===== config.mk =====
export PLATFORM = sky130hd
export DESIGN_NAME = bus_cycle_seq
export DESIGN_NICKNAME = d
export VERILOG_FILES = /design/src/rtl/bseq_pkg.sv /design/src/rtl/bseq_rst_sync.sv /design/src/rtl/bseq_timing.sv /design/src/rtl/bseq_datapath.sv /design/src/rtl/bseq_ctrl.sv /design/src/rtl/bus_cycle_seq.sv
export SDC_FILE = /design/constraint.sdc
export NUM_CORES = 1
export LEC_CHECK = 0
export CAP_MARGIN = 20
export CORE_UTILIZATION = 40
export CTS_CLUSTER_SIZE = 25
export DETAILED_ROUTE_END_ITERATION = 8
export PLACE_DENSITY_LB_ADDON = 0.3
export SLEW_MARGIN = 20
export SYNTH_ARGS = -nofsm -noshare
export SYNTH_HDL_FRONTEND = slang
export SYNTH_SLANG_ARGS = --single-unit

===== constraint.sdc =====
create_clock -name clk -period 3 [get_ports clk]
set_input_delay 0.3 -clock clk [delete_from_list [all_inputs] [get_ports clk]]
set_output_delay 0.3 -clock clk [all_outputs]
set_load 0.005 [all_outputs]

===== src/rtl/bseq_pkg.sv =====
package bseq_pkg;

  typedef enum logic [1:0] {
    OP_FETCH = 2'b00,
    OP_READ  = 2'b01,
    OP_WRITE = 2'b10
  } bseq_op_e;

  typedef enum logic [2:0] {
    ST_IDLE,
    ST_LATCH,
    ST_GAP,
    ST_STRB,
    ST_HOLD
  } bseq_st_e;

endpackage


===== src/rtl/bseq_rst_sync.sv =====
module bseq_rst_sync #(
  parameter int STAGES = 2
) (
  input  logic clk,
  input  logic rst_n_async,
  output logic rst_n_sync
);
  logic [STAGES-1:0] chain_q;

  generate
    for (genvar g = 0; g < STAGES; g++) begin : g_stage
      if (g == 0) begin : g_first
        always_ff @(posedge clk or negedge rst_n_async) begin
          if (!rst_n_async) chain_q[g] <= 1'b0;
          else              chain_q[g] <= 1'b1;
        end
      end else begin : g_rest
        always_ff @(posedge clk or negedge rst_n_async) begin
          if (!rst_n_async) chain_q[g] <= 1'b0;
          else              chain_q[g] <= chain_q[g-1];
        end
      end
    end
  endgenerate

  assign rst_n_sync = chain_q[STAGES-1];
endmodule


===== src/rtl/bseq_timing.sv =====
module bseq_timing #(
  parameter int LEN_W = 2,
  parameter int CNT_W = 4
) (
  input  logic             wide_latch,
  input  logic [LEN_W-1:0] len_latched,
  input  logic [LEN_W-1:0] len_direct,
  output logic [CNT_W-1:0] latch_ph,
  output logic [CNT_W-1:0] lat_strb_ph,
  output logic [CNT_W-1:0] dir_strb_ph
);
  localparam int TW = CNT_W + 1;

  logic [TW-1:0] total_ph;
  logic [TW-1:0] remain_ph;
  logic [TW-1:0] direct_ph;

  always_comb begin
    latch_ph  = wide_latch ? CNT_W'(3) : CNT_W'(1);
    total_ph  = TW'(2) * (TW'(len_latched) + TW'(2));
    remain_ph = total_ph - TW'(latch_ph) - TW'(1);
    // a wide latch on the shortest cycle would leave nothing: keep one phase
    lat_strb_ph = (remain_ph == '0) ? CNT_W'(1) : remain_ph[CNT_W-1:0];
    direct_ph   = TW'(2) * (TW'(len_direct) + TW'(1));
    dir_strb_ph = direct_ph[CNT_W-1:0];
  end
endmodule


===== src/rtl/bseq_datapath.sv =====
module bseq_datapath #(
  parameter int AW = 16,
  parameter int DW = 16
) (
  input  logic          clk,
  input  logic          rst_n,
  input  logic          load_req,
  input  logic [AW-1:0] req_addr,
  input  logic [DW-1:0] req_wdata,
  input  logic          capture,
  input  logic [DW-1:0] bus_din,
  output logic [AW-1:0] addr_o,
  output logic [DW-1:0] dout_o,
  output logic [DW-1:0] rdata_o
);
  logic [AW-1:0] addr_q, addr_d;
  logic [DW-1:0] wdat_q, wdat_d;
  logic [DW-1:0] rdat_q, rdat_d;

  always_comb begin
    addr_d = addr_q;
    wdat_d = wdat_q;
    rdat_d = rdat_q;
    if (load_req) begin
      addr_d = req_addr;
      wdat_d = req_wdata;
    end
    if (capture) rdat_d = bus_din;
  end

  always_ff @(posedge clk or negedge rst_n) begin
    if (!rst_n) begin
      addr_q <= '0;
      wdat_q <= '0;
      rdat_q <= '0;
    end else begin
      addr_q <= addr_d;
      wdat_q <= wdat_d;
      rdat_q <= rdat_d;
    end
  end

  assign addr_o  = addr_q;
  assign dout_o  = wdat_q;
  assign rdata_o = rdat_q;
endmodule


===== src/rtl/bseq_ctrl.sv =====
module bseq_ctrl
  import bseq_pkg::*;
#(
  parameter int CNT_W = 4
) (
  input  logic             clk,
  input  logic             rst_n,
  input  logic             req_valid,
  input  logic [1:0]       req_op,
  input  logic             req_latch,
  input  logic             wait_i,
  input  logic [CNT_W-1:0] latch_ph,
  input  logic [CNT_W-1:0] lat_strb_ph,
  input  logic [CNT_W-1:0] dir_strb_ph,
  output logic             req_ready,
  output logic             accept,
  output logic             capture,
  output logic             addr_latch,
  output logic             fetch_strb,
  output logic             rd_strb,
  output logic             wr_strb,
  output logic             dout_oe,
  output logic             done
);
  bseq_st_e         st_q, st_d;
  bseq_op_e         op_q, op_d, op_in;
  logic [CNT_W-1:0] cnt_q, cnt_d;
  logic [CNT_W-1:0] len_q, len_d;
  logic             done_q, done_d;
  logic             last_ph, burst_win, burst_take, finish;

  assign op_in      = (req_op == 2'b11) ? OP_READ : bseq_op_e'(req_op);
  assign last_ph    = (st_q == ST_STRB) && (cnt_q == CNT_W'(1));
  assign burst_win  = last_ph && !wait_i && (op_q == OP_FETCH);
  assign burst_take = burst_win && req_valid && (op_in == OP_FETCH) && !req_latch;
  assign req_ready  = (st_q == ST_IDLE) || burst_win;
  assign accept     = ((st_q == ST_IDLE) && req_valid) || burst_take;
  assign capture    = last_ph && !wait_i && (op_q != OP_WRITE);
  assign finish     = capture || (st_q == ST_HOLD);

  always_comb begin
    st_d   = st_q;
    op_d   = op_q;
    len_d  = len_q;
    cnt_d  = cnt_q;
    done_d = finish;
    if (cnt_q > CNT_W'(1)) cnt_d = cnt_q - CNT_W'(1);
    unique case (st_q)
      ST_IDLE: begin
        if (req_valid) begin
          op_d  = op_in;
          len_d = req_latch ? lat_strb_ph : dir_strb_ph;
          if (req_latch) begin
            st_d  = ST_LATCH;
            cnt_d = latch_ph;
          end else if (op_in == OP_WRITE) begin
            st_d  = ST_GAP;
            cnt_d = CNT_W'(1);
          end else begin
            st_d  = ST_STRB;
            cnt_d = dir_strb_ph;
          end
        end
      end
      ST_LATCH: begin
        if (cnt_q == CNT_W'(1)) st_d = ST_GAP;
      end
      ST_GAP: begin
        st_d  = ST_STRB;
        cnt_d = len_q;
      end
      ST_STRB: begin
        if (last_ph && !wait_i) begin
          if (op_q == OP_WRITE) begin
            st_d = ST_HOLD;
          end else if (burst_take) begin
            cnt_d = dir_strb_ph;
            len_d = dir_strb_ph;
          end else begin
            st_d = ST_IDLE;
          end
        end
      end
      ST_HOLD: st_d = ST_IDLE;
      default: st_d = ST_IDLE;
    endcase
  end

  always_ff @(posedge clk or negedge rst_n) begin
    if (!rst_n) begin
      st_q   <= ST_IDLE;
      op_q   <= OP_FETCH;
      cnt_q  <= '0;
      len_q  <= '0;
      done_q <= 1'b0;
    end else begin
      st_q   <= st_d;
      op_q   <= op_d;
      cnt_q  <= cnt_d;
      len_q  <= len_d;
      done_q <= done_d;
    end
  end

  assign addr_latch = (st_q == ST_LATCH);
  assign fetch_strb = (st_q == ST_STRB) && (op_q == OP_FETCH);
  assign rd_strb    = (st_q == ST_STRB) && (op_q == OP_READ);
  assign wr_strb    = (st_q == ST_STRB) && (op_q == OP_WRITE);
  assign dout_oe    = (op_q == OP_WRITE) &&
                      ((st_q == ST_GAP) || (st_q == ST_STRB) || (st_q == ST_HOLD));
  assign done       = done_q;

  a_r5_gap_after_latch: assert property (@(posedge clk) disable iff (!rst_n)
    $fell(addr_latch) |-> !(fetch_strb || rd_strb || wr_strb));

  a_r6_wait_stretches: assert property (@(posedge clk) disable iff (!rst_n)
    (last_ph && wait_i) |=> ((fetch_strb || rd_strb || wr_strb) &&
                             $stable({fetch_strb, rd_strb, wr_strb})));

  a_r7_done_one_phase: assert property (@(posedge clk) disable iff (!rst_n)
    done |=> !done);

  a_r8_oe_before_wr: assert property (@(posedge clk) disable iff (!rst_n)
    $rose(wr_strb) |-> $past(dout_oe));

  a_r8_oe_after_wr: assert property (@(posedge clk) disable iff (!rst_n)
    $fell(wr_strb) |-> dout_oe);

  a_r9_burst_strobe_held: assert property (@(posedge clk) disable iff (!rst_n)
    (done && fetch_strb) |-> $past(fetch_strb));

  a_r10_busy_not_ready: assert property (@(posedge clk) disable iff (!rst_n)
    (addr_latch || dout_oe) |-> !req_ready);
endmodule


===== src/rtl/bus_cycle_seq.sv =====
module bus_cycle_seq #(
  parameter int AW          = 16,
  parameter int DW          = 16,
  parameter int LEN_W       = 2,
  parameter int SYNC_STAGES = 2
) (
  input  logic             clk,
  input  logic             rst_n,
  input  logic             cfg_wide_latch,
  input  logic [LEN_W-1:0] cfg_len_latched,
  input  logic [LEN_W-1:0] cfg_len_direct,
  input  logic             req_valid,
  input  logic [1:0]       req_op,
  input  logic             req_latch,
  input  logic [AW-1:0]    req_addr,
  input  logic [DW-1:0]    req_wdata,
  output logic             req_ready,
  input  logic             bus_wait,
  input  logic [DW-1:0]    bus_din,
  output logic [AW-1:0]    addr_o,
  output logic             addr_latch_o,
  output logic             fetch_strb_o,
  output logic             rd_strb_o,
  output logic             wr_strb_o,
  output logic [DW-1:0]    dout_o,
  output logic             dout_oe_o,
  output logic             done_o,
  output logic [DW-1:0]    rdata_o
);
  localparam int MAX_PH = 2 * ((1 << LEN_W) + 1);
  localparam int CNT_W  = $clog2(MAX_PH + 1);

  logic             rst_n_s;
  logic [CNT_W-1:0] latch_ph, lat_strb_ph, dir_strb_ph;
  logic             accept, capture;

  bseq_rst_sync #(.STAGES(SYNC_STAGES)) u_rst (
    .clk(clk), .rst_n_async(rst_n), .rst_n_sync(rst_n_s)
  );

  bseq_timing #(.LEN_W(LEN_W), .CNT_W(CNT_W)) u_timing (
    .wide_latch(cfg_wide_latch), .len_latched(cfg_len_latched),
    .len_direct(cfg_len_direct), .latch_ph(latch_ph),
    .lat_strb_ph(lat_strb_ph), .dir_strb_ph(dir_strb_ph)
  );

  bseq_ctrl #(.CNT_W(CNT_W)) u_ctrl (
    .clk(clk), .rst_n(rst_n_s), .req_valid(req_valid), .req_op(req_op),
    .req_latch(req_latch), .wait_i(bus_wait), .latch_ph(latch_ph),
    .lat_strb_ph(lat_strb_ph), .dir_strb_ph(dir_strb_ph),
    .req_ready(req_ready), .accept(accept), .capture(capture),
    .addr_latch(addr_latch_o), .fetch_strb(fetch_strb_o), .rd_strb(rd_strb_o),
    .wr_strb(wr_strb_o), .dout_oe(dout_oe_o), .done(done_o)
  );

  bseq_datapath #(.AW(AW), .DW(DW)) u_dp (
    .clk(clk), .rst_n(rst_n_s), .load_req(accept), .req_addr(req_addr),
    .req_wdata(req_wdata), .capture(capture), .bus_din(bus_din),
    .addr_o(addr_o), .dout_o(dout_o), .rdata_o(rdata_o)
  );
endmodule


======== Word-level counts from Yosys, hierarchy flattened ========
Cells that the tools add are included.
W data, S select, Z words.
word-level totals
  register bits after elaboration ......... 64
  bits of input ports ..................... 60
operators by class
  add/sub/neg operators ................... 5
  magnitude comparators ................... 1
  equal/unequal tests ..................... 16
  muxes and demuxes ....................... 25
  reductions and logical operators ........ 27
operators with widths
  kind                   number
  $mux W4                13
  $mux W3                6
  $logic_and A1 B1 Y1    12
  $pmux W3 S4            1
  $pmux W4 S3            1
  $ne A2 B2 Y1 const B   4
  $pmux W4 S2            1
  $eq A2 B2 Y1 const B   3
  $eq A3 B2 Y1 const B   2
  $logic_not A5 Y1       1
  $logic_or A1 B1 Y1     5
  $reduce_and A5 Y1      1
  $sub A5 B1 Y5 const B  1
  $sub A5 B4 Y5          1
  $eq A4 B1 Y1 const B   1
  $gt A4 B1 Y1 const B   1
  $logic_not A2 Y1       2
  $mux W2                2
  $ne A2 B1 Y1 const B   2
  $reduce_and A4 Y1      1
  $sub A4 B1 Y4 const B  1
  $add A2 B1 Y3 const B  1
  $add A2 B2 Y3 const B  1
  $eq A3 B1 Y1 const B   1
  8 further kinds        9

======== Longest topological paths before layout ========
Gate-level depths: netlist (run 1).
  word-level depth ........................ 11
  gate-level depth with buffers ........... 7

======== By module ========
A second synthesis (run 1) with hierarchy kept.
unflattened totals
  cells, all modules ...................... 224
  area total of the unflattened synthesis .. 3164.3 um^2
modules (own cells, without submodules)
  module         instances  cells an instance  area each (um^2)  seq. area each (um^2)
  bseq_datapath  1          102                1994.4            1201.2
  bseq_ctrl      1          103                992.2             350.3
  bseq_timing    1          16                 123.9             0.0
  bseq_rst_sync  1          3                  53.8              50.0

======== Worst setup path after synthesis (run 1) ========
No wires, ideal clock.
  kind .................................... flip-flop to flip-flop
  start point ............................. reg u_ctrl.cnt_q[1]
  end point ............................... reg u_ctrl.len_q[0]
  setup time .............................. 0.125 ns
  arrival ................................. 1.848 ns
  setup slack ............................. 1.027 ns
  cell stages (with the launch flop) ...... 8
  path buffers ............................ 1
  period minus slack after synthesis ...... 1.973 ns
  cells stage by stage .................... dfrtp_1 > inv_1 > ha_1 > nor4b_4 > nand3_2 > o21ai_4 > buf_8 > mux2_4
between the ends
  cells in the longest elaborated chain, start to end .. 9
  elaborated cells on any way between the ends .. 10
  classes of those cells .................. eq/ne: 3; reduce/logical: 7
ends and longest elaborated chain
  element                               RTL line                          source
  from (decl)                           bseq_ctrl.sv:27                   logic [CNT_W-1:0] cnt_q, cnt_d;
  from (signal assigned)                bseq_ctrl.sv:99                   cnt_q <= cnt_d;
  $eq A4 B1 Y1 *                        bseq_ctrl.sv:33                   assign last_ph = (st_q == ST_STRB) && (cnt_q == CNT_W'(1));
  $logic_and A1 B1 Y1 *                 bseq_ctrl.sv:33
  $logic_and A1 B1 Y1 *                 bseq_ctrl.sv:34, bseq_ctrl.sv:73
  $logic_and A1 B1 Y1                   bseq_ctrl.sv:34                   assign burst_win = last_ph && !wait_i && (op_q == OP_FETCH);
  $logic_and A1 B1 Y1 (3 in series)     bseq_ctrl.sv:35                   assign burst_take = burst_win && req_valid && (op_in == OP_FETCH) && !req_latch;
  $ne A2 B1 Y1 (no source line)         --
  $reduce_and A5 Y1 (no source line) *  --
  to (signal assigned)                  bseq_ctrl.sv:100                  len_q <= len_d;
  to (decl)                             bseq_ctrl.sv:28                   logic [CNT_W-1:0] len_q, len_d;
Mark *: on every way between the ends. The rest lies on a longest branch, timed or not.
A chain may end at the register's enable or synchronous reset.

======== Final worst setup path (run 1) ========
  start point ............................. reg u_ctrl.cnt_q[1]
  end point ............................... out req_ready
between the ends
  cells in the longest elaborated chain, start to end .. 5
ends and longest elaborated chain
  element                            RTL line             source
  $eq A4 B1 Y1                       bseq_ctrl.sv:33
  $logic_and A1 B1 Y1                bseq_ctrl.sv:33
  $logic_and A1 B1 Y1 (2 in series)  bseq_ctrl.sv:34
  $logic_or A1 B1 Y1                 bseq_ctrl.sv:36      assign req_ready = (st_q == ST_IDLE) || burst_win;
  to (decl)                          bus_cycle_seq.sv:17  output logic req_ready,
No other way between the ends.

==> out/metrics.cfg, run 1 <==
[timing]
clock.fmax_mhz=410.2
hold_viol_final=0
rsz0062_at_grt=false
tns_ns=0
timing.final.crit_share_pct=81.27
post-route-min-period_ns=2.438
finalSetupViolCount=0
fin_skew_ns=0.01135
final_max_slew_viol_count=0

[synthesis]
synth_most_common_cell=dfrtp_1
synth-seq-cells=64
synth_cell_types=37
synth_commonest_cells=dfrtp_1 (64), mux2_4 (30), mux2_2 (27)
netlist_area_um2=2947
synth_top_cell_by_area=dfrtp_1
synthArstFlopShare_pct=100.0
synth-edff-count=0
synth_top_cell_area_share_pct=54.35
synth.net_count=269
synth_flop_cell=dfrtp_1
syn_avg_cell_area_um2=14.52
synthTopCellsByArea=dfrtp_1 (54%), mux2_4 (15%), mux2_2 (10%)
synthCells=203
ys_warn_count=0
ys_seq_area_share_pct=54.35

[global_route]
track_usage_pct=17.66
grt_pass1_wl_mm=10.23
grt_overflow=0
first_global_vias=2159
grt_max_degree=41
antenna_found_initial=0

[routing]
final_antenna_net_count=0
dr.pass1.iters=4
wl_mm=6.225
via_count=2057
drt_iter0_markers=75
via_per_inst=4.840
drcViolationCount=0
post_drt_wl_per_cell_um=14.65

[critical_path]
worstPathArrival_ns=2.14
cp.required_ns=2.70
end_kind=primary output
crit_type=reg -> out
cp-start-kind=register
cp_max_fo=5

[power_and_ir_drop]
p_clk_share_pct=17.8
swShare_pct=28.86
combPwrFrac_pct=45.3
seqPwrFrac_pct=36.8
power.switching_mw=1.206
power.internal_mw=2.973
p_leak_nw=1.876
p_per_area_nw_per_um2=953.4
power.total_mw=4.179
ir_worst_vdd_mv=0.4414

[clock_network]
cts_root_buf=clkbuf_8
cts_sinks=64
clk_pin_slew_ns=0.07
cts_buffers=9
postCtsSetupBuffers=0
cts_buffer_depth=2
cts_tree=yes
clk_latency_ns=0.34
htreeDepth=3
postCtsHoldBufs=0
postCtsResizedCells=0

[floorplan]
start_util_pct=42.43
ios=115
chipHeight_um=87.83
die-width_um=87.83
core_area_um2=6944
die_area_um2=7713
rows=30

[placement]
dp.cells=409
gp_congestion=0.8025
numPortBuffers=114
dp_hpwl_mm=4.627

[cells_and_area]
antenna_cells=0
syn_to_final_growth_pct=48.75
drive_gt1_share_pct=25.23
fin_cells=425
num-nets-final=390

[flow_run]
cap_violations=0

[run_status]
status=finished, final reports clean

[worst_hold_path]
worstHoldPathType=in -> async

-- worst max-delay path, stage by stage, from the launching register on --
cell and delay [ns]:
dfrtp_1 0.38, inv_1 0.09, ha_1 0.19, nor4b_4 0.38
a31oi_1 0.15, nor2_1 0.10, clkdlybuf4s50_1 0.51
-- kinds of logic (layout without fill, tap and decap cells) --
kind of cell / Yosys count / count (layout) / synth area share [%]
DFF: 64 / 64 / 54.35
muxes: 59 / 59 / 26.28
and+or+nand+nor: 39 / 39 / 8.323
AOI/OAI and AO/OA: 17 / 17 / 4.671
buffers and inverters: 15 / 141 / 3.100
adders and majority gates: 6 / 6 / 2.548
xor gates and xnor gates: 2 / 2 / 0.5946
other: 1 / 1 / 0.1273
-- final timing paths --
| kind | slack [ns] | to | cells after the start | startpoint |
|---|---|---|---|---|
| setup / recovery | 0.56 | req_ready | 6 | u_ctrl.cnt_q[1] |
| hold / removal | 0.13 | u_rst.chain_q[0] | 1 | rst_n |
| setup reg to reg | 0.83 | u_dp.dout_o[12] | 7 | u_ctrl.cnt_q[1] |
| hold reg to reg | 0.23 | u_dp.addr_o[14] | 0 | u_rst.rst_n_sync |
| max in group asynchronous | 1.90 | u_dp.addr_o[9] | 1 | u_rst.rst_n_sync |
| min in group clk | 0.35 | u_rst.rst_n_sync | 0 | u_rst.chain_q[0] |
-- metal layers --
metal | part of all wire [%] | global-route usage [%] | wire [um]
met4 | 2.5 | 10.13 | 153
met1 | 42 | 21.99 | 2630
met3 | 8.0 | 5.372 | 498
met5 | 0 | 0 | 0
met2 | 47 | 27.27 | 2943
-- sequential cells by signal, indices dropped and copies added, names as in the netlist, 2 cells and up --
register      count
u_ctrl.st_q       3
u_ctrl.len_q      4
u_dp.rdata_o     16
u_dp.addr_o      16
u_ctrl.cnt_q      4
u_ctrl.op_q       2
u_dp.dout_o      16
-- cell usage in the layout (no fill, tap or decap), types with 2 or more instances in the layout --
cell and count:
clkdlybuf4s50_1 114, dfrtp_1 63, mux2_4 30, mux2_2 27, clkbuf_8 10, inv_1 9
nor2_1 8, nand2_1 8, ha_1 6, nor3_1 5, a21oi_1 4, nor3b_1 4
o221ai_1 4, nand2b_1 3, clkinvlp_4 3, nand3b_2 2, nor2b_1 2, mux2i_1 2
-- per-stage QoR --
stage                     utilization, %  hold slack [ns]  cell area, um2  worst slack (ns)
after floorplan                        -         0.004409            2947             1.027
after global placement             60.18           0.2485            4179            0.6506
after detailed placement           60.18           0.2506            4179            0.5520
after CTS                          63.12           0.1123            4383            0.5376
after global routing               63.12          0.09712            4383            0.4047
final                              63.12           0.1260            4383            0.5620
-- power by group through the flow --
stage	Sequential, mW	Clock [mW]	Combinational, mW
floorplan	1.53	0	0.958
global placement	1.54	0	1.88
detailed placement	1.55	0	1.91
CTS	1.55	0.771	1.92
global route	1.61	0.819	2.06
finish	1.54	0.745	1.89
-- cell type report --
type | instances | area, um2
inverter | 9 | 33.78
timing repair buffer | 116 | 1169
tap | 96 | 120.1
multi-input combinational | 124 | 1254
clock inverter | 6 | 66.31
fill | 562 | 2561
clock buffer | 10 | 137.6
sequential | 64 | 1603
(Power assumes the default switching activity.)
==> run 2: changes to the inputs <==
==> constraint.sdc (replaced) <==
create_clock -name clk -period 2.4 [get_ports clk]
set_input_delay 0.24 -clock clk [delete_from_list [all_inputs] [get_ports clk]]
set_output_delay 0.24 -clock clk [all_outputs]
set_load 0.005 [all_outputs]
==> run 2 against run 1 <==
Register-to-register slack worse by 0.54 ns. Cell count up 0.94%. Die area stayed put. Critical path type unchanged. Clock power up 52%. Clock skew decreased by 0.0050 ns. Flip-flop and latch count unchanged. Hold slack got worse by 0.063 ns. Core utilization is 1.6 points higher.
==> out/metrics.cfg, run 2 (synthesis gave the netlist of run 1 again) <==
[critical_path]
end_kind=primary output
worstPathArrival_ns=2.04  ; -0.10 ns
cpPeakStageDelay_ns=0.51  ; about the same
slowest_stage=clkdlybuf4s50_1
cp_max_fo=4  ; -1
path_cells=inv_1, ha_4, nor4b_4, a31oi_1, nor2_1, clkdlybuf4s50_1
crit_type=reg -> out
cp-start-kind=register
cp.required_ns=2.16  ; -0.54 ns

[cells_and_area]
antenna_cells=0  ; unchanged
final_util_pct=64.68  ; +1.6 points
drive_gt1_share_pct=26.13  ; +0.90 points
final_common_cell=clkdlybuf4s50_1
syn_to_final_growth_pct=52.44
num-fill-cells=549  ; -2.3%
most-common-layout-cells=clkdlybuf4s50_1 (114), dfrtp_1 (63), mux2_4 (30), mux2_2 (27), clkbuf_8 (10)
num-nets-final=394  ; +1.0%

[routing]
dr.pass1.iters=4  ; unchanged
post_drt_wl_per_cell_um=14.55  ; -0.69%
final_antenna_net_count=0  ; unchanged
via_count=2054  ; -0.15%
via_per_inst=4.788  ; -1.1%
drt_iter0_markers=60  ; -20%
wl_mm=6.240  ; +0.24%
drcViolationCount=0  ; unchanged

[clock_network]
cts_buffers=9  ; unchanged
clk_latency_ns=0.34  ; about the same
cts_sinks=64  ; unchanged
htreeDepth=3  ; unchanged
cts_root_buf=clkbuf_8
cts_tree=yes
clk_pin_slew_ns=0.07  ; about the same
postCtsHoldBufs=0  ; unchanged
cts_buffer_depth=2  ; unchanged

[placement]
numPortBuffers=114  ; unchanged
dp_hpwl_mm=4.561  ; -1.4%
gp_congestion=0.7883  ; -1.8%

[floorplan]
core_area_um2=6944  ; unchanged
ios=115  ; unchanged
start_util_pct=42.43  ; unchanged
die_area_um2=7713  ; unchanged
chipHeight_um=87.83  ; unchanged
die-width_um=87.83  ; unchanged
rows=30  ; unchanged

[timing]
fin_skew_ns=0.006348  ; -0.005006 ns
clock.fmax_mhz=438.0
post-route-min-period_ns=2.283
tightestPinTransition_ns=0.5024
final_max_slew_viol_count=0  ; unchanged
max-slew-margin-rel_pct=66.50
finalSetupViolCount=0  ; unchanged
hold_viol_final=0  ; unchanged
timing.final.crit_share_pct=95.13

[run_status]
status=finished, final reports clean

[worst_hold_path]
worstHoldPathType=in -> async

[global_route]
first_global_vias=2098  ; -2.8%
track_usage_pct=16.99  ; -0.68 points
grt_overflow=0  ; unchanged
antenna_found_initial=0  ; unchanged
grt_max_degree=41  ; unchanged
grt_pass1_wl_mm=9.811  ; -4.0%

[flow_run]
cap_violations=0  ; unchanged

[power_and_ir_drop]
p_per_area_nw_per_um2=1216  ; +27%
p_leak_nw=1.933  ; +3.0%
ir_worst_vdd_mv=0.5782  ; +31%
power.total_mw=5.460  ; +31%

[run 2: what timing repair did]
item                                    4_1_cts  5_1_grt
buffers inserted                              0        1
endpoints found under the setup margin        0        1
gates resized for setup                       0        2
endpoints found under the hold margin         0        0
[run 2: critical path, delay by kind of cell (launching register included)]
kind | cells | cell delay [ns]
AOI/OAI and AO/OA | 1 | 0.15
DFF | 1 | 0.38
buffers and inverters | 2 | 0.64
adders and majority gates | 1 | 0.15
and+or+nand+nor | 2 | 0.38
[run 2: final timing paths]
kind | slack (ns) | to | startpoint | cells after the start
max | 0.12 | req_ready | u_ctrl.cnt_q[1] | 6
min | 0.06 | u_rst.chain_q[0] | rst_n | 1
max reg2reg | 0.29 | u_dp.dout_o[13] | u_ctrl.cnt_q[1] | 8
min reg2reg | 0.24 | u_dp.addr_o[6] | u_rst.rst_n_sync | 0
max in group asynchronous | 1.58 | u_dp.dout_o[14] | u_rst.rst_n_sync | 1
min in group clk | 0.36 | u_rst.rst_n_sync | u_rst.chain_q[0] | 0
[run 2: report_power, final]
part / switching (mW) / internal (mW)
Clock: 0.410 / 0.719
Combinational: 0.764 / 1.65
Sequential: 0.331 / 1.58
[run 2: layout make-up]
class	count	area, um2	share of cell area, %
Timing Repair Buffer	120	1224	27.24
Multi-Input combinational cell	124	1266	28.19
Sequential cell	64	1603	35.68
Inverter	9	33.78	0.7521
Clock buffer	11	141.4	3.148
Clock inverter	5	103.9	2.312
Tap cell	96	120.1	2.674
[run 2: stage by stage]
stage	setup slack (ns)	hold slack, ns	area, um2	cells	setup TNS (ns)
finish	0.1169	0.06354	4492	429	0
global route	-0.01463	0.05748	4492	429	-0.01463
CTS	0.004308	0.05099	4472	428	0
detailed placement	0.1826	0.2596	4227	412	0
global placement	0.2176	0.2591	4227	412	0
floorplan	0.4266	-0.05559	2947	203	0
[run 2: metal layers]
layer / part of all wire (%) / global-route usage [%] / up-vias
met5: 0 / 0 / -
met4: 3.1 / 11.03 / 0
met3: 7.9 / 4.901 / 14
met2: 46 / 26.71 / 93
met1: 42 / 20.39 / 972
li1: - / - / 975
